--- config.mk ---
export PLATFORM = sky130hd
export DESIGN_NAME = conv_bus_bridge
export DESIGN_NICKNAME = d
export VERILOG_FILES = /design/src/rtl/conv_bridge_pkg.sv /design/src/rtl/conv_addr_decode.sv /design/src/rtl/conv_bridge_ctrl.sv /design/src/rtl/conv_bridge_dp.sv /design/src/rtl/conv_bus_bridge.sv
export SDC_FILE = /design/constraint.sdc
export NUM_CORES = 1
export LEC_CHECK = 0
export ABC_AREA = 1
export BUFFER_PORTS_ARGS = -buffer_cell sky130_fd_sc_hd__buf_2
export CAP_MARGIN = 10
export CORE_MARGIN = 10
export CORE_UTILIZATION = 25
export CTS_BUF_LIST = sky130_fd_sc_hd__clkbuf_16
export CTS_CLUSTER_DIAMETER = 60
export DETAILED_ROUTE_END_ITERATION = 8
export PLACE_DENSITY = 0.53
export SYNTH_ARGS = -nofsm -noshare
export SYNTH_HDL_FRONTEND = slang
export SYNTH_SLANG_ARGS = --single-unit
--- constraint.sdc ---
create_clock -name clk -period 3.1 [get_ports clk]
set_input_delay 0.62 -clock clk [delete_from_list [all_inputs] [get_ports clk]]
set_output_delay 0.62 -clock clk [all_outputs]
set_load 0.02 [all_outputs]
--- src/rtl/conv_bridge_pkg.sv ---
package conv_bridge_pkg;

  typedef enum logic [2:0] {
    TGT_STATUS,
    TGT_CLEAR,
    TGT_ADC0,
    TGT_ADC1,
    TGT_DAC_A,
    TGT_DAC_B,
    TGT_NONE
  } target_t;

  typedef struct packed {
    logic [2:0] devSel;
    logic       rdStb;
    logic       wrStb;
    logic       capture;
    logic       clrWrite;
    logic       regReady;
    logic       devReady;
  } ctlStrobes_t;

endpackage

--- src/rtl/conv_addr_decode.sv ---
module conv_addr_decode
  import conv_bridge_pkg::*;
#(
  parameter int ADDR_W = 22
) (
  input  logic [ADDR_W-1:0] addr,
  output target_t           target
);
  localparam int OFS_W = ADDR_W - 2;

  logic [1:0]       region;
  logic [OFS_W-1:0] offset;
  logic             atFirst;
  logic             atSecond;

  assign region   = addr[ADDR_W-1 -: 2];
  assign offset   = addr[OFS_W-1:0];
  assign atFirst  = (offset == OFS_W'(0));
  assign atSecond = (offset == OFS_W'(4));

  always_comb begin
    target = TGT_NONE;
    unique case (region)
      2'd0: if (atFirst) target = TGT_STATUS;
            else if (atSecond) target = TGT_CLEAR;
      2'd1: if (atFirst) target = TGT_ADC0;
      2'd2: if (atFirst) target = TGT_ADC1;
      default: if (atFirst) target = TGT_DAC_A;
               else if (atSecond) target = TGT_DAC_B;
    endcase
  end
endmodule

--- src/rtl/conv_bridge_ctrl.sv ---
module conv_bridge_ctrl
  import conv_bridge_pkg::*;
#(
  parameter int ACCESS_CYCLES = 4,
  parameter int B2B_WAIT      = 3
) (
  input  logic        clk,
  input  logic        rstN,
  input  logic        busSel,
  input  logic        busWrite,
  input  target_t     target,
  output ctlStrobes_t ctl
);
  localparam int CW = $clog2(ACCESS_CYCLES + B2B_WAIT + 1);
  localparam logic [CW-1:0] LAST_PLAIN = CW'(ACCESS_CYCLES - 1);
  localparam logic [CW-1:0] LAST_PEN   = CW'(ACCESS_CYCLES + B2B_WAIT - 1);
  localparam logic [CW-1:0] OFF_PEN    = CW'(B2B_WAIT);

  logic          busy;
  logic [CW-1:0] cnt;
  logic          penReg;
  logic          prevDone;

  logic          isAdcRd;
  logic          isDacWr;
  logic          devReq;
  logic          active;
  logic          penNow;
  logic [CW-1:0] kNow;
  logic [CW-1:0] offNow;
  logic [CW-1:0] lastNow;
  logic          inWin;

  assign isAdcRd = !busWrite && (target == TGT_ADC0 || target == TGT_ADC1);
  assign isDacWr = busWrite && (target == TGT_DAC_A || target == TGT_DAC_B);
  assign devReq  = busSel && (isAdcRd || isDacWr);
  assign active  = busy || devReq;
  assign kNow    = busy ? cnt : '0;
  assign penNow  = busy ? penReg : prevDone;
  assign offNow  = penNow ? OFF_PEN : '0;
  assign lastNow = penNow ? LAST_PEN : LAST_PLAIN;
  assign inWin   = active && (kNow >= offNow) && (kNow < lastNow);

  always_comb begin
    ctl          = '0;
    ctl.devSel   = {inWin && (target == TGT_DAC_A || target == TGT_DAC_B),
                    inWin && (target == TGT_ADC1),
                    inWin && (target == TGT_ADC0)};
    ctl.rdStb    = inWin && !busWrite;
    ctl.wrStb    = inWin && busWrite;
    ctl.capture  = inWin && !busWrite && (kNow == lastNow - CW'(1));
    ctl.devReady = active && (kNow == lastNow);
    ctl.regReady = busSel && !busy && !devReq;
    ctl.clrWrite = ctl.regReady && busWrite && (target == TGT_CLEAR);
  end

  always_ff @(posedge clk) begin
    if (!rstN) begin
      busy     <= 1'b0;
      cnt      <= '0;
      penReg   <= 1'b0;
      prevDone <= 1'b0;
    end else begin
      prevDone <= ctl.devReady;
      if (ctl.devReady) begin
        busy <= 1'b0;
        cnt  <= '0;
      end else if (active) begin
        busy <= 1'b1;
        cnt  <= kNow + CW'(1);
        if (!busy) penReg <= prevDone;
      end
    end
  end

  // device selects never overlap
  assert_sel_onehot_R3: assert property (@(posedge clk) disable iff (!rstN)
    $onehot0(ctl.devSel));

  // a device completion always follows a strobed cycle
  assert_ready_after_strobe_R5: assert property (@(posedge clk) disable iff (!rstN)
    ctl.devReady |-> $past(ctl.rdStb || ctl.wrStb));

  // back-to-back request starts with a quiet wait, no select
  assert_penalty_quiet_R6: assert property (@(posedge clk) disable iff (!rstN)
    (prevDone && devReq && !busy) |-> (ctl.devSel == 3'b000));

  // master holds the request while a device access runs
  assert_busy_holds_sel_R5: assert property (@(posedge clk) disable iff (!rstN)
    busy |-> busSel);
endmodule

--- src/rtl/conv_bridge_dp.sv ---
module conv_bridge_dp
  import conv_bridge_pkg::*;
#(
  parameter int DATA_W = 16,
  parameter int NUM_ADC = 2
) (
  input  logic               clk,
  input  logic               rstN,
  input  ctlStrobes_t        ctl,
  input  target_t            target,
  input  logic               busWrite,
  input  logic [DATA_W-1:0]  busWdata,
  input  logic [DATA_W-1:0]  devRdata,
  input  logic [NUM_ADC-1:0] adcBusy,
  output logic [DATA_W-1:0]  busRdata,
  output logic [2:0]         devCs,
  output logic               devRdEn,
  output logic               devWrEn,
  output logic               devChan,
  output logic [DATA_W-1:0]  devWdata,
  output logic               dacClearN
);
  logic [DATA_W-1:0] capReg;
  logic              clrReg;
  logic [DATA_W-1:0] regRead;

  always_ff @(posedge clk) begin
    if (!rstN) begin
      capReg <= '0;
      clrReg <= 1'b0;
    end else begin
      if (ctl.capture)  capReg <= devRdata;
      if (ctl.clrWrite) clrReg <= busWdata[0];
    end
  end

  always_comb begin
    regRead = '0;
    if (target == TGT_STATUS)     regRead[NUM_ADC-1:0] = adcBusy;
    else if (target == TGT_CLEAR) regRead[0] = clrReg;
  end

  always_comb begin
    busRdata = '0;
    if (ctl.devReady && !busWrite)      busRdata = capReg;
    else if (ctl.regReady && !busWrite) busRdata = regRead;
  end

  assign devCs     = ctl.devSel;
  assign devRdEn   = ctl.rdStb;
  assign devWrEn   = ctl.wrStb;
  assign devChan   = (target == TGT_DAC_B);
  assign devWdata  = busWdata;
  assign dacClearN = clrReg;

  // clear line follows the written bit one cycle later
  assert_clear_write_R2: assert property (@(posedge clk) disable iff (!rstN)
    ctl.clrWrite |=> (dacClearN == $past(busWdata[0])));

  // read data returned is the value seen on the capture cycle
  assert_read_hold_R10: assert property (@(posedge clk) disable iff (!rstN)
    ctl.capture |=> (busRdata == $past(devRdata)));
endmodule

--- src/rtl/conv_bus_bridge.sv ---
module conv_bus_bridge
  import conv_bridge_pkg::*;
#(
  parameter int ADDR_W        = 22,
  parameter int DATA_W        = 16,
  parameter int ACCESS_CYCLES = 4,
  parameter int B2B_WAIT      = 3
) (
  input  logic              clk,
  input  logic              rstN,
  input  logic              busSel,
  input  logic              busWrite,
  input  logic [ADDR_W-1:0] busAddr,
  input  logic [DATA_W-1:0] busWdata,
  output logic [DATA_W-1:0] busRdata,
  output logic              busReady,
  output logic [2:0]        devCs,
  output logic              devRdEn,
  output logic              devWrEn,
  output logic              devChan,
  output logic [DATA_W-1:0] devWdata,
  input  logic [DATA_W-1:0] devRdata,
  input  logic [1:0]        adcBusy,
  output logic              dacClearN,
  output logic              dacLoadN
);
  target_t     target;
  ctlStrobes_t ctl;

  conv_addr_decode #(.ADDR_W(ADDR_W)) uDecode (
    .addr   (busAddr),
    .target (target)
  );

  conv_bridge_ctrl #(
    .ACCESS_CYCLES (ACCESS_CYCLES),
    .B2B_WAIT      (B2B_WAIT)
  ) uCtrl (
    .clk      (clk),
    .rstN     (rstN),
    .busSel   (busSel),
    .busWrite (busWrite),
    .target   (target),
    .ctl      (ctl)
  );

  conv_bridge_dp #(.DATA_W(DATA_W), .NUM_ADC(2)) uDp (
    .clk       (clk),
    .rstN      (rstN),
    .ctl       (ctl),
    .target    (target),
    .busWrite  (busWrite),
    .busWdata  (busWdata),
    .devRdata  (devRdata),
    .adcBusy   (adcBusy),
    .busRdata  (busRdata),
    .devCs     (devCs),
    .devRdEn   (devRdEn),
    .devWrEn   (devWrEn),
    .devChan   (devChan),
    .devWdata  (devWdata),
    .dacClearN (dacClearN)
  );

  assign busReady = ctl.regReady || ctl.devReady;
  assign dacLoadN = 1'b0; // load strobe permanently active
endmodule

==> metrics.md, run 1 <==
| Metric | Value |
|---|---|
| Share of layout cells above drive strength 1 | 35.45% |
| Initial antenna violation count | 0 |
| PwrDens | 333.4 nW/um^2 |
| Clk buf depth | 2 |
| # setup viols final | 0 |
| Maximum number of pins on one net before global-route repair | 33 |
| Worst reg-to-reg setup slack | 840 ps |
| Crit path DAT | 2340 ps |
| Initial Utilization | 25.93% |
| ANT nets after route | 0 |
| RR Endpoint | uDp.capReg[2] |
| GRT Util Overall | 8.636% |
| Vias in the first global route | 1826 |
| Fin nets | 400 |
| Post-Syn Nets | 345 |
| First-pass GRT wire length | 8176 um |
| Residual DRC | 0 |
| Status | complete, no violations |
| Vias/cell | 4.007 |
| Mapped Area | 1772 um^2 |
| CP Launch Type | input pin |
| Syn. warnings | 0 |
| Top Ports | 101 |
| Synth unique cells | 34 |
| Port buffer count | 69 |
| Critical path endpoint category | output port |
| ANT cells | 0 |
| Total wire length | 4680 um |
| Tot Pwr | 750.5 uW |
| Total number of vias | 1707 |
| Post-route cell area | 2251 um^2 |
| CP required | 2480 ps |
| Hold WC Path Type | register to register |
| Dpl hpwl | 3824 um |
| Initial DRT Pass Iterations | 4 |
| Critical Path Max Stage Delay | 190 ps |
| Unrepaired setup endpoints after global routing | yes |
| Fin crit period | 2961 ps |
| Worst path slowest cell | nor2_4 |
| CP most frequent cell | nand2_1 |
| Syn-to-layout area delta | 27.05% |
| Total clock sinks | 23 |
| Row count | 30 |
| Syn Inst Count | 276 |
| Commonest non-fill, non-tap cell in the layout | buf_2 |
| Flops & latches, synth | 23 |
| Max-slew violations | 0 |
| Seq/Total Area, Yosys | 25.99% |
| Crit path kind | input pin to output port |
| Worst skew pair latency | 260 ps |
| # H-tree levels | 1 |
| Most frequent cells in the layout | buf_2, nor2_1, nand2_1, inv_1, dfxtp_1 |
| Starting DRT DRC Count | 45 |
| TritonCTS Buffers | 3 |
| R2R depth | 11 |
| Clock Tree Root | clkbuf_16 |
| Final worst path period share | 95.50% |
| Die X | 104.2 um |
| Die area | 10850 um^2 |
| Worst-path cell chain | buf_2 -> nor2_1 -> nand2_1 -> nor2_4 -> nand3b_4 -> nand2_2 -> nand3_4 -> nand2_4 -> nand2_2 -> nand3_2 -> nand2_4 -> inv_4 -> nand2_1 -> nor2_2 -> nand2_1 -> o21ai_1 -> buf_4 |
| CTS Hold Bufs | 0 |
| Max Clock Skew | 7.544 ps |
| Average size of a mapped cell | 6.419 um^2 |
| Worst-path maximum fanout | 4 |
| Placed insts | 420 |
| Worst Setup SP | busAddr[5] |
| Max cap viols | 0 |
| CTS tree | done |
| Max Clk Rate | 337.8 MHz |
| Final hold slack | 451.4 ps |
| Hold Vio Cnt, Final | 0 |
| Height of the die | 104.2 um |
| Final Wtd Congestion | 0.7954 |
| Placed inst area | 2078 um^2 |
| Core footprint | 6832 um^2 |
| Leakage power total | 0.001219 uW |
| Worst-path clk slew | 70 ps |
| Critical register-to-register path startpoint | uCtrl.busy |
| Congestion Overflow GR | 0 |
| DR WL/cell | 10.99 um |
| Peak supply drop | 0.2122 mV |
| Capture point of the worst path | busRdata[0] |
| Final non-filler cell total | 426 |
-- through the flow --
step	TNS, ps	util [%]	setup WS, ps
floorplan	0	-	348.6
global placement	0	30.42	109.3
detailed placement	0	30.42	29.09
CTS	0	31.58	25.64
global route	-47.06	32.95	-28.18
finish	0	32.95	139.4
-- final cells by class --
cell class / count / area, um^2
multi-input combinational: 184 / 1021
fill: 824 / 4581
sequential: 23 / 460.4
tap: 96 / 120.1
clock buffer: 3 / 75.07
inverter: 43 / 165.2
timing repair buffer: 76 / 405.4
clock inverter: 1 / 3.754
-- where the power goes --
group / switching (uW) / leakage [uW] / internal, uW
sequential: 4.35 / 0.000186 / 305
clock: 109 / 0.0000423 / 172
combinational: 96.0 / 0.000991 / 64.4
total: 209 / 0.00122 / 541
-- synth_stat cells --
cell,n,area [um^2]
a211oi_1,1,7.510
a21oi_1,4,20.02
and2_1,1,6.260
buf_2,1,5.000
buf_4,22,165.2
buf_6,2,22.52
clkbuf_1,1,3.750
clkinv_2,1,5.000
conb_1,1,3.750
dfxtp_1,23,460.4
ha_1,9,112.6
inv_1,41,153.9
inv_2,1,3.750
nand2_1,50,187.7
nand2_2,13,81.33
nand2_4,2,22.52
nand3_1,5,25.02
nand3_2,2,20.02
nand3b_1,1,7.510
nand3b_4,1,20.02
nand4_1,3,18.77
nand4_4,1,21.27
nor2_1,67,251.5
nor2_2,2,12.51
nor2_4,2,22.52
nor3_1,6,30.03
nor4_1,1,6.260
o211ai_1,1,7.510
o21ai_0,6,30.03
o22ai_1,1,6.260
o31ai_1,1,7.510
o41ai_1,1,8.760
or2_2,1,6.260
xnor2_1,1,8.760
-- critical path, delay by kind of cell --
kind	cells	cell delay, ps
buffers and inverters	3	330
and+or+nand+nor	13	1320
AOI/OAI and AO/OA	1	80
-- worst min-delay path by stage --
stage / from / end / slack [ps] / cells past startpoint
6_report: uCtrl.penReg / uCtrl.penReg / 450 / 2
5_1_grt: uCtrl.penReg / uCtrl.penReg / 480 / 2
4_1_cts: uCtrl.penReg / uCtrl.penReg / 460 / 2
3_5_place_dp: uCtrl.penReg / uCtrl.penReg / 450 / 2
3_3_place_gp: uCtrl.penReg / uCtrl.penReg / 450 / 2
2_1_floorplan: uCtrl.penReg / uCtrl.penReg / 430 / 2
-- routing by layer --
| layer | share of wire, % | track usage (%) |
|---|---|---|
| met5 | 0 | 0 |
| met3 | 3.9 | 1.549 |
| met2 | 50 | 15.90 |
| met1 | 45 | 9.860 |
| met4 | 1.5 | 2.386 |
-- cell families (layout without fill, tap and decap cells) --
family | after synthesis | after routing | synth area share, %
buf+inv | 69 | 123 | 20.27
fa+ha+maj | 9 | 9 | 6.356
compound gates | 15 | 15 | 4.944
other cells | 1 | 1 | 0.2117
simple gates | 158 | 158 | 41.74
xor+xnor | 1 | 1 | 0.4944
flops | 23 | 23 | 25.99
-- sequential cells by signal, indices dropped and copies added (netlist names) --
signal / flops
uCtrl.busy: 1
uCtrl.cnt: 3
uCtrl.penReg: 1
uCtrl.prevDone: 1
uDp.capReg: 16
uDp.dacClearN: 1
-- what timing repair did --
action	4_1_cts	5_1_grt
pin swaps	0	8
gates cloned	0	0
setup endpoints to repair	1	3
resized for setup	1	24
setup buffers	0	2
hold endpoints to repair	0	0
Power figures use the tool's default switching activity.
==> run 2: changes to the inputs <==
- ABC_AREA: 1 -> unset
- PLACE_DENSITY: 0.53 -> 0.54
==> run 2 against run 1 <==
Net effect:
- hold slack improved by 9.3 ps
- sequential power is 3% lower
- combinational power up 9%
- setup slack got worse by 53 ps
- sequential cell count is the same
- global-route usage increased by 0.099 points
- synthesized area down 1.6%
- fmax shrank 1.8%
- highest routed layer unchanged
==> metrics.md, run 2 <==
| Metric | Value |
|---|---|
| Status | complete, no violations |
| # setup viols final | 0 |
| Most used DFF post-synth | dfxtp_1 |
| Crit path DAT | 2390 ps |
| Flops & latches, synth | 23 |
| Syn. warnings | 0 |
| Initial DRT Pass Iterations | 4 |
| Average size of a mapped cell | 8.038 um^2 |
| CP Launch Type | input pin |
| Die X | 103.5 um |
| Fin nets | 349 |
| Initial Utilization | 25.67% |
| Share of layout cells above drive strength 1 | 41.94% |
| Count leader, synth | nand2_1 |
| # H-tree levels | 1 |
| Max Clock Skew | 1.628 ps |
| Syn Inst Count | 217 |
| Commonest cells in the netlist | nand2_1, dfxtp_1, buf_4, nand3_1, o21ai_0 |
| Sw Pwr | 193.4 uW |
| Post-route cell area | 2377 um^2 |
| Fin crit period | 3014 ps |
| Critical path endpoint category | output port |
| Unrepaired setup endpoints after global routing | yes |
| Clock Tree Root | clkbuf_16 |
| Hold Crit Depth | 2 |
| Worst-path clk slew | 60 ps |
| Final worst path period share | 97.21% |
| Seq/Total Area, Yosys | 26.40% |
| ANT nets after route | 0 |
| Core Util, Final | 34.99% |
| Clk buf depth | 2 |
| Flop pwr share | 40.0% |
| Die area | 10720 um^2 |
| Commonest non-fill, non-tap cell in the layout | buf_2 |
| Post-Syn Nets | 286 |
| Mapped Area | 1744 um^2 |
| Top Registers | uDp.capReg x16, uCtrl.cnt x3 |
| CP required | 2480 ps |
| Worst-path maximum fanout | 4 |
| Maximum number of pins on one net before global-route repair | 39 |
| Total number of vias | 1658 |
| TritonCTS Buffers | 3 |
| Power share of the combinational group | 23.3% |
| Max-slew violations | 0 |
| Congestion Overflow GR | 0 |
| Core footprint | 6794 um^2 |
| Initial antenna violation count | 0 |
| CTS tree | done |
| Vias/cell | 4.421 |
| Max cap viols | 0 |
| Peak supply drop | 0.1525 mV |
| Leading area contributor after synthesis | dfxtp_1 |
| R2R depth | 10 |
| Area occupied by multi-input gates | 1161 um^2 |
| Residual DRC | 0 |
| Row count | 30 |
| FF+latch area | 460.4 um^2 |
| Syn-to-layout area delta | 36.30% |
| Worst skew pair latency | 250 ps |
| Leakage power total | 0.001067 uW |
| PwrDens | 315.8 nW/um^2 |
| Max_slew headroom | 58.27% |
| Number of synthesized flops with an enable pin | 0 |
| Clock power frac | 36.6% |
| Vias in the first global route | 1731 |
| Synth top area cells | dfxtp_1, buf_4, ha_1 |
| Height of the die | 103.5 um |
| Top Ports | 101 |
| Total clock sinks | 23 |
| Final Wtd Congestion | 0.7572 |
| Most frequent cells in the layout | buf_2, nand2_1, dfxtp_1, nand3_1, buf_4 |
| Setup TNS | 0 ps |
| Starting DRT DRC Count | 34 |
| Crit path kind | input pin to output port |
| Biggest register | uDp.capReg |
| Asr flop ratio synth | 0% |
| Cell Int Power | 557.3 uW |
| CTS Hold Bufs | 0 |
| Total wire length | 4899 um |
| Worst slew pin tran | 625.9 ps |
| Final hold slack | 460.8 ps |
| Synth unique cells | 48 |
| Area share of the largest cell type after synthesis | 26.40% |
| DR WL/cell | 13.06 um |
| ANT cells | 0 |
| GRT Util Overall | 8.736% |
| Hold Vio Cnt, Final | 0 |
| Port buffer count | 69 |
| Switch share | 25.76% |
| Hold WC Path Type | register to register |
| Placed inst area | 2130 um^2 |
| Fillers | 723 |
| First-pass GRT wire length | 8266 um |
| Dpl hpwl | 3853 um |
| Max Clk Rate | 331.8 MHz |
| Max reg flops | 16 |
==> run 2: kinds of logic after synthesis <==
| family | count (synthesis) | synth area share [%] |
|---|---|---|
| buf+inv | 40 | 12.98 |
| compound gates | 41 | 18.01 |
| fa+ha+maj | 9 | 6.456 |
| mux | 5 | 3.587 |
| simple gates | 98 | 32.35 |
| flops | 23 | 26.40 |
| other cells | 1 | 0.2150 |
==> run 2: worst paths after layout <==
kind	startpoint	endpoint	slack, ps
worst min register to register	uCtrl.penReg	uCtrl.penReg	460
worst max-delay path	busAddr[20]	devWrEn	90
worst min-delay path	uCtrl.penReg	uCtrl.penReg	460
worst max register to register	uCtrl.busy	uDp.capReg[11]	660
==> run 2: cell type report <==
cell class / count / share of cell area [%]
clock buffers: 3 / 3.158
clock inverters: 1 / 0.1579
inverters: 11 / 2.053
multi-input cells: 154 / 48.84
flip-flops and latches: 23 / 19.37
well taps: 96 / 5.053
repair buffers: 87 / 21.37
==> run 2: power groups by stage <==
stage | logic [uW] | registers (uW) | clock network, uW
2_1_floorplan | 111 | 305 | 0
3_3_place_gp | 145 | 307 | 0
3_5_place_dp | 145 | 307 | 0
4_1_cts | 154 | 300 | 286
5_1_grt | 193 | 301 | 295
6_report | 175 | 301 | 275
==> run 2: timing repair <==
item	CTS	global route
buffers inserted	2	2
pin swaps	1	7
endpoints found under the setup margin	20	6
resized for setup	9	25
==> run 2: per-stage QoR <==
step / setup WS, ps / power [uW] / instances
finish: 86.46 / 750.7 / 375
global route: -10.66 / 789.1 / 375
CTS: 7.596 / 741.2 / 373
detailed placement: -16.65 / 452.4 / 367
global placement: 7.515 / 452.0 / 367
floorplan: 154.2 / 416.2 / 217
==> run 2: layer usage <==
metal  vias to the layer above  share of wire (%)  track usage [%]
li1                        864                  -                -
met1                       756                 48            11.08
met2                        36                 48            15.18
met3                         2                4.1            1.797
met4                         0               0.20           0.9073
met5                         -                  0                0
==> run 2: critical path, cell delays in order <==
cell and delay [ps]:
buf_6 100, inv_4 50, ha_4 250, nor2b_4 130, o31a_4 380, mux2i_4 200
a221oi_4 270, buf_6 150, nor3_1 50, buf_4 180
